[src/rtl/swk_pkg.sv]
package swk_pkg;
  localparam int unsigned MODE_W = 2;

  typedef enum logic [MODE_W-1:0] {
    MODE_MATCH = 2'b00,
    MODE_RSVD  = 2'b01,
    MODE_START = 2'b10,
    MODE_RXNE  = 2'b11
  } wake_mode_e;
endpackage

[src/rtl/swk_cfg_reg.sv]
module swk_cfg_reg
  import swk_pkg::*;
#(
  parameter int unsigned DATA_W = 8
) (
  input  logic              clk_i,
  input  logic              rst_ni,
  input  logic              we_i,
  input  logic              port_en_i,
  input  wake_mode_e        mode_d_i,
  input  logic [DATA_W-1:0] val_d_i,
  input  logic              nib_d_i,
  input  logic              irq_en_d_i,
  output wake_mode_e        mode_q_o,
  output logic [DATA_W-1:0] val_q_o,
  output logic              nib_q_o,
  output logic              irq_en_q_o
);
  // mode field is locked while the port runs; other fields always load
  always_ff @(posedge clk_i or negedge rst_ni) begin
    if (!rst_ni) begin
      mode_q_o <= MODE_MATCH;
    end else if (we_i && !port_en_i) begin
      mode_q_o <= mode_d_i;
    end
  end

  always_ff @(posedge clk_i or negedge rst_ni) begin
    if (!rst_ni) begin
      val_q_o    <= '0;
      nib_q_o    <= 1'b0;
      irq_en_q_o <= 1'b0;
    end else if (we_i) begin
      val_q_o    <= val_d_i;
      nib_q_o    <= nib_d_i;
      irq_en_q_o <= irq_en_d_i;
    end
  end
endmodule

[src/rtl/swk_match.sv]
module swk_match #(
  parameter int unsigned DATA_W = 8,
  parameter int unsigned LOW_W  = 4
) (
  input  logic [DATA_W-1:0] data_i,
  input  logic [DATA_W-1:0] val_i,
  input  logic              nib_i,
  output logic              hit_o
);
  localparam logic [DATA_W-1:0] LowMask = DATA_W'((1 << LOW_W) - 1);

  logic [DATA_W-1:0] mask;
  logic [DATA_W-1:0] diff;

  assign mask  = nib_i ? LowMask : '1;
  assign diff  = (data_i ^ val_i) & mask;
  assign hit_o = (diff == '0);
endmodule

[src/rtl/swk_evt_flag.sv]
module swk_evt_flag
  import swk_pkg::*;
(
  input  logic       clk_i,
  input  logic       rst_ni,
  input  wake_mode_e mode_i,
  input  logic       sleep_i,
  input  logic       start_bit_i,
  input  logic       rx_valid_i,
  input  logic       hit_i,
  input  logic       clr_i,
  output logic       flag_o
);
  logic evt;

  always_comb begin
    unique case (mode_i)
      MODE_MATCH: evt = rx_valid_i && hit_i;
      MODE_START: evt = start_bit_i;
      MODE_RXNE:  evt = rx_valid_i;
      default:    evt = 1'b0;
    endcase
    evt = evt && sleep_i;
  end

  // set wins over clear
  always_ff @(posedge clk_i or negedge rst_ni) begin
    if (!rst_ni) flag_o <= 1'b0;
    else         flag_o <= evt || (flag_o && !clr_i);
  end
endmodule

[src/rtl/serial_wake_sel.sv]
module serial_wake_sel
  import swk_pkg::*;
#(
  parameter int unsigned DATA_W = 8,
  parameter int unsigned LOW_W  = DATA_W / 2
) (
  input  logic              clk_i,
  input  logic              rst_ni,
  input  logic              cfg_we_i,
  input  logic [1:0]        cfg_mode_i,
  input  logic [DATA_W-1:0] cfg_val_i,
  input  logic              cfg_nib_i,
  input  logic              cfg_irq_en_i,
  input  logic              port_en_i,
  input  logic              sleep_i,
  input  logic              start_bit_i,
  input  logic              rx_valid_i,
  input  logic [DATA_W-1:0] rx_data_i,
  input  logic              wake_clr_i,
  output logic              wake_flag_o,
  output logic              wake_irq_o,
  output logic [1:0]        cfg_mode_o
);
  wake_mode_e        mode_q;
  logic [DATA_W-1:0] val_q;
  logic              nib_q;
  logic              irq_en_q;
  logic              hit;

  swk_cfg_reg #(.DATA_W(DATA_W)) u_cfg (
    .clk_i      (clk_i),
    .rst_ni     (rst_ni),
    .we_i       (cfg_we_i),
    .port_en_i  (port_en_i),
    .mode_d_i   (wake_mode_e'(cfg_mode_i)),
    .val_d_i    (cfg_val_i),
    .nib_d_i    (cfg_nib_i),
    .irq_en_d_i (cfg_irq_en_i),
    .mode_q_o   (mode_q),
    .val_q_o    (val_q),
    .nib_q_o    (nib_q),
    .irq_en_q_o (irq_en_q)
  );

  swk_match #(.DATA_W(DATA_W), .LOW_W(LOW_W)) u_match (
    .data_i (rx_data_i),
    .val_i  (val_q),
    .nib_i  (nib_q),
    .hit_o  (hit)
  );

  swk_evt_flag u_flag (
    .clk_i       (clk_i),
    .rst_ni      (rst_ni),
    .mode_i      (mode_q),
    .sleep_i     (sleep_i),
    .start_bit_i (start_bit_i),
    .rx_valid_i  (rx_valid_i),
    .hit_i       (hit),
    .clr_i       (wake_clr_i),
    .flag_o      (wake_flag_o)
  );

  assign wake_irq_o = wake_flag_o && irq_en_q;
  assign cfg_mode_o = mode_q;
endmodule

[config.mk]
export PLATFORM = sky130hd
export DESIGN_NAME = serial_wake_sel
export DESIGN_NICKNAME = d
export VERILOG_FILES = /design/src/rtl/swk_pkg.sv /design/src/rtl/swk_cfg_reg.sv /design/src/rtl/swk_match.sv /design/src/rtl/swk_evt_flag.sv /design/src/rtl/serial_wake_sel.sv
export SDC_FILE = /design/constraint.sdc
export NUM_CORES = 1
export LEC_CHECK = 0
export ABC_AREA = 1
export BUFFER_PORTS_ARGS = -buffer_cell sky130_fd_sc_hd__buf_4
export CORE_UTILIZATION = 40
export CTS_CLUSTER_DIAMETER = 120
export DETAILED_ROUTE_END_ITERATION = 8
export PLACE_DENSITY_LB_ADDON = 0.1
export SETUP_SLACK_MARGIN = 0.4
export SYNTH_ARGS = -nofsm -noshare
export SYNTH_HDL_FRONTEND = slang
export SYNTH_SLANG_ARGS = --single-unit
[constraint.sdc]
create_clock -name clk_i -period 1.2 [get_ports clk_i]
set_input_delay 0.12 -clock clk_i [delete_from_list [all_inputs] [get_ports clk_i]]
set_output_delay 0.12 -clock clk_i [all_outputs]
set_load 0.005 [all_outputs]
==> summary.md <==
The die is 43.3 µm tall. The number of distinct standard cells referenced by the synthesized netlist is 12, and the final count of negative-setup-slack endpoints is 0. After the last flow step, the layout net total stands at 158. The run gives 2 as the maximum root-to-sink buffer count. The count of endpoints failing hold in the final timing report was 0. The kind of launch point of the worst setup path was a flip-flop. The largest fanout on the critical path is 2, and the effective utilization at floorplan is 0.438. Total number of vias: 668. The internal power of the cells totals 778 µW. The relative slew slack is 0.882. Number of nets with antenna violations after detailed routing: 0. The logs give 615 for the via count of the first global-routing pass and 1.08 mm for the total half-perimeter wirelength after legalization and detailed placement. In this run the horizontal extent of the chip is 43.3 µm.

Summed over all layers, the routed wires come to 1.44 mm. The logs give 137 for the total placed cells including tap cells and 1 for the total number of H-tree levels. The count of unresolved DRC violations after routing was 2; the static leakage was 0.577 nW. The CTS buffer count was 3.

The power per cell area is 1070 nW/µm², and the share of total power in sequential cells is 0.482. The final non-filler cell total is 145. The filler cell count is 153, and the I/O pin count is 32. The final global-route overflow total came out at 0.

Among the stages of the critical path, the cell type that occurs most often is nand2_1. The net load switching power is 284 µW. The core utilization of the finished layout was 0.640. The count of antenna diodes in the layout is 0. Leaving out fill and tap cells, the most frequent cells in the layout are nand2_1 (35), buf_4 (31), inv_1 (19). The critical path goes through nor2_1 -> nand2_1 -> nor2_1 -> nand2_1 -> nor2_1 -> nand2_1 -> nand2_1 -> nand2_1 -> nand2_1. STA puts the critical path data required time at 1410 ps. Dividing the detail-routed wire length by the instance count gives 9.94 µm. For this design, the slowest cell found on the critical path is dfrtp_1. After synthesis the cells add up to 683 µm². Data on the critical path arrives at its endpoint at 1250 ps. The tools report the sequential element share of the synthesized area as 0.476. CTS placed an instance of clkbuf_4 at the clock tree root. The logs give 0 for the initial antenna violation count and 270 ps for the clock latency at the later pin of the worst-skew pair. The detailed-route vias per instance is 4.61.

The tree built by TritonCTS fans out to 13 sinks. The share of the clock period used by the worst path is 0.867, and the measured slew at the worst slew-check pin is 177 ps. Grouping stages by cell kind, the critical path spends the most delay in simple AND/OR/NAND/NOR gates. TritonCTS built the clock tree.

Max-cap violations in this run came to 0. The part of the total power dissipated in combinational logic was 0.261; the combined global-route utilization of all metal layers was 0.177. The worst stage delay on the critical path was 400 ps; the number of placement rows was 14. After technology mapping, the gate count stands at 92. The first detailed-routing pass took 6 iterations.

The switching portion of total power was 0.268. The buffer and inverter count on the worst path was 0. The multi-input combinational cells in the finished layout cover a total of 278 µm².

The sequential cells in the finished layout cover a total of 325 µm². STA classifies the critical path endpoint as a flip-flop. The flow ran to the end, but the final reports show violations.

The highest clock rate came out at 961 MHz. The class of the most critical setup path is flip-flop to flip-flop. The run gives 42.3 ps as the worst hold margin. Setup repair after global routing could not meet its margin everywhere. The first global-routing pass estimated 2.40 mm of wire.

The logs give 0 ps for the final total negative setup slack and 6.44 ps for the clock tree skew after final layout. The synthesized net count is 120, and the synthesized area per cell is 7.43 µm². The run gives 9 as the number of DRC violations after detailed-routing iteration 0. The area of the die was 1880 µm². The growth of design area from synthesis to finish is 46.0%, and the count of input and output buffers is 31. After clock tree synthesis, the clock-pin slew on the worst setup and hold paths is 80 ps.

For the maximum ir drop on the vdd rail, the log shows 771 µV. For this run, the number of Yosys warnings is 0. The final reports fail on DRC. Leaving out fill and tap cells, the most frequent cell in the layout is nand2_1. The run gives 0.256 as the clock network fraction of design power.

The min-delay analysis places its worst path in the category input port to flip-flop. The core outline area was 1560 µm²; the max-slew violation total from the final report was 0. The pin count of the biggest net entering global routing came out at 20.

Routability-driven placement finished with a final weighted congestion of 0.769. The register bit total from synthesis is 13. The routed design could run at a clock period as short as 1040 ps.

After layout, the design draws a total of 1.06 mW. The layout cell share with drive strength beyond 1 works out to 0.318.
[worst paths after layout]
| kind | cells past startpoint | end | start | slack, ps |
|---|---|---|---|---|
| max | 9 | u_flag.flag_o | u_cfg.mode_q_o[1] | 160 |
| min | 3 | u_cfg.val_q_o[6] | cfg_val_i[6] | 40 |
| max reg2reg | 9 | u_flag.flag_o | u_cfg.mode_q_o[1] | 160 |
| min reg2reg | 2 | u_flag.flag_o | u_flag.flag_o | 500 |
| max in group asynchronous | 2 | u_cfg.mode_q_o[1] | rst_ni | 810 |
| min in group asynchronous | 2 | u_cfg.val_q_o[6] | rst_ni | 230 |
[stage by stage]
| stage | cell area (µm²) | worst slack (ps) |
|---|---|---|
| after global routing | 997 | 50.0 |
| after floorplan | 683 | 236 |
| after global placement | 923 | 211 |
| after CTS | 971 | 157 |
| final | 997 | 160 |
| after detailed placement | 923 | 174 |
[per-layer routing]
metal  track usage  wire (µm)  vias to the layer above  share of wire
li1              -          -                      351              -
met1         0.216        648                      295           0.45
met2         0.291        705                       20           0.49
met3        0.0255         71                        2          0.049
met4         0.113         15                        0          0.010
met5             0          0                        -              0
[flip-flops by register name, summed over array words and instances (netlist names)]
| register | count |
|---|---|
| u_cfg.irq_en_q_o | 1 |
| u_cfg.mode_q_o | 2 |
| u_cfg.nib_q_o | 1 |
| u_cfg.val_q_o | 8 |
| u_flag.flag_o | 1 |
[worst reg2reg max path, delay by kind of cell, from the launching register on]
| kind | cells | cell delay (ps) |
|---|---|---|
| and+or+nand+nor | 9 | 580 |
| DFF | 1 | 400 |
[power by group through the flow]
stage	logic [mW]	registers (mW)	clock network (mW)
5_1_grt	0.313	0.517	0.292
3_3_place_gp	0.233	0.520	0
2_1_floorplan	0.113	0.519	0
3_5_place_dp	0.239	0.523	0
6_report	0.278	0.512	0.272
4_1_cts	0.254	0.513	0.287
[synthesized netlist by cell type]
cell type | n | share of area
nand4_1 | 1 | 0.0092
buf_4 | 1 | 0.011
nand3_1 | 4 | 0.029
buf_2 | 1 | 0.0073
o21ai_0 | 8 | 0.059
o211ai_1 | 1 | 0.011
xnor2_1 | 1 | 0.013
mux2_2 | 4 | 0.066
dfrtp_1 | 13 | 0.48
nand2_1 | 35 | 0.19
inv_1 | 19 | 0.10
nor2_1 | 4 | 0.022
[layout make-up]
type	count	area share
multi-input cells	58	0.279
flip-flops and latches	13	0.326
clock buffers	4	0.0263
well taps	16	0.0201
inverters	19	0.0715
repair buffers	35	0.277
[repair_timing]
action                                  in CTS  in global routing
gates resized for setup                      1                  3
endpoints found under the setup margin       6                  7
hold endpoints to repair                    13                  0
buffers inserted                             1                  2
pin swaps                                    1                  0
hold buffers                                 1                  0
[cells by family after synthesis]
logic type                share of synthesized area
DFF                                           0.476
AOI/OAI and AO/OA                            0.0696
muxes                                        0.0659
and+or+nand+nor                               0.253
xor gates and xnor gates                     0.0128
buffers and inverters                         0.123
Power figures use the tool's default switching activity.
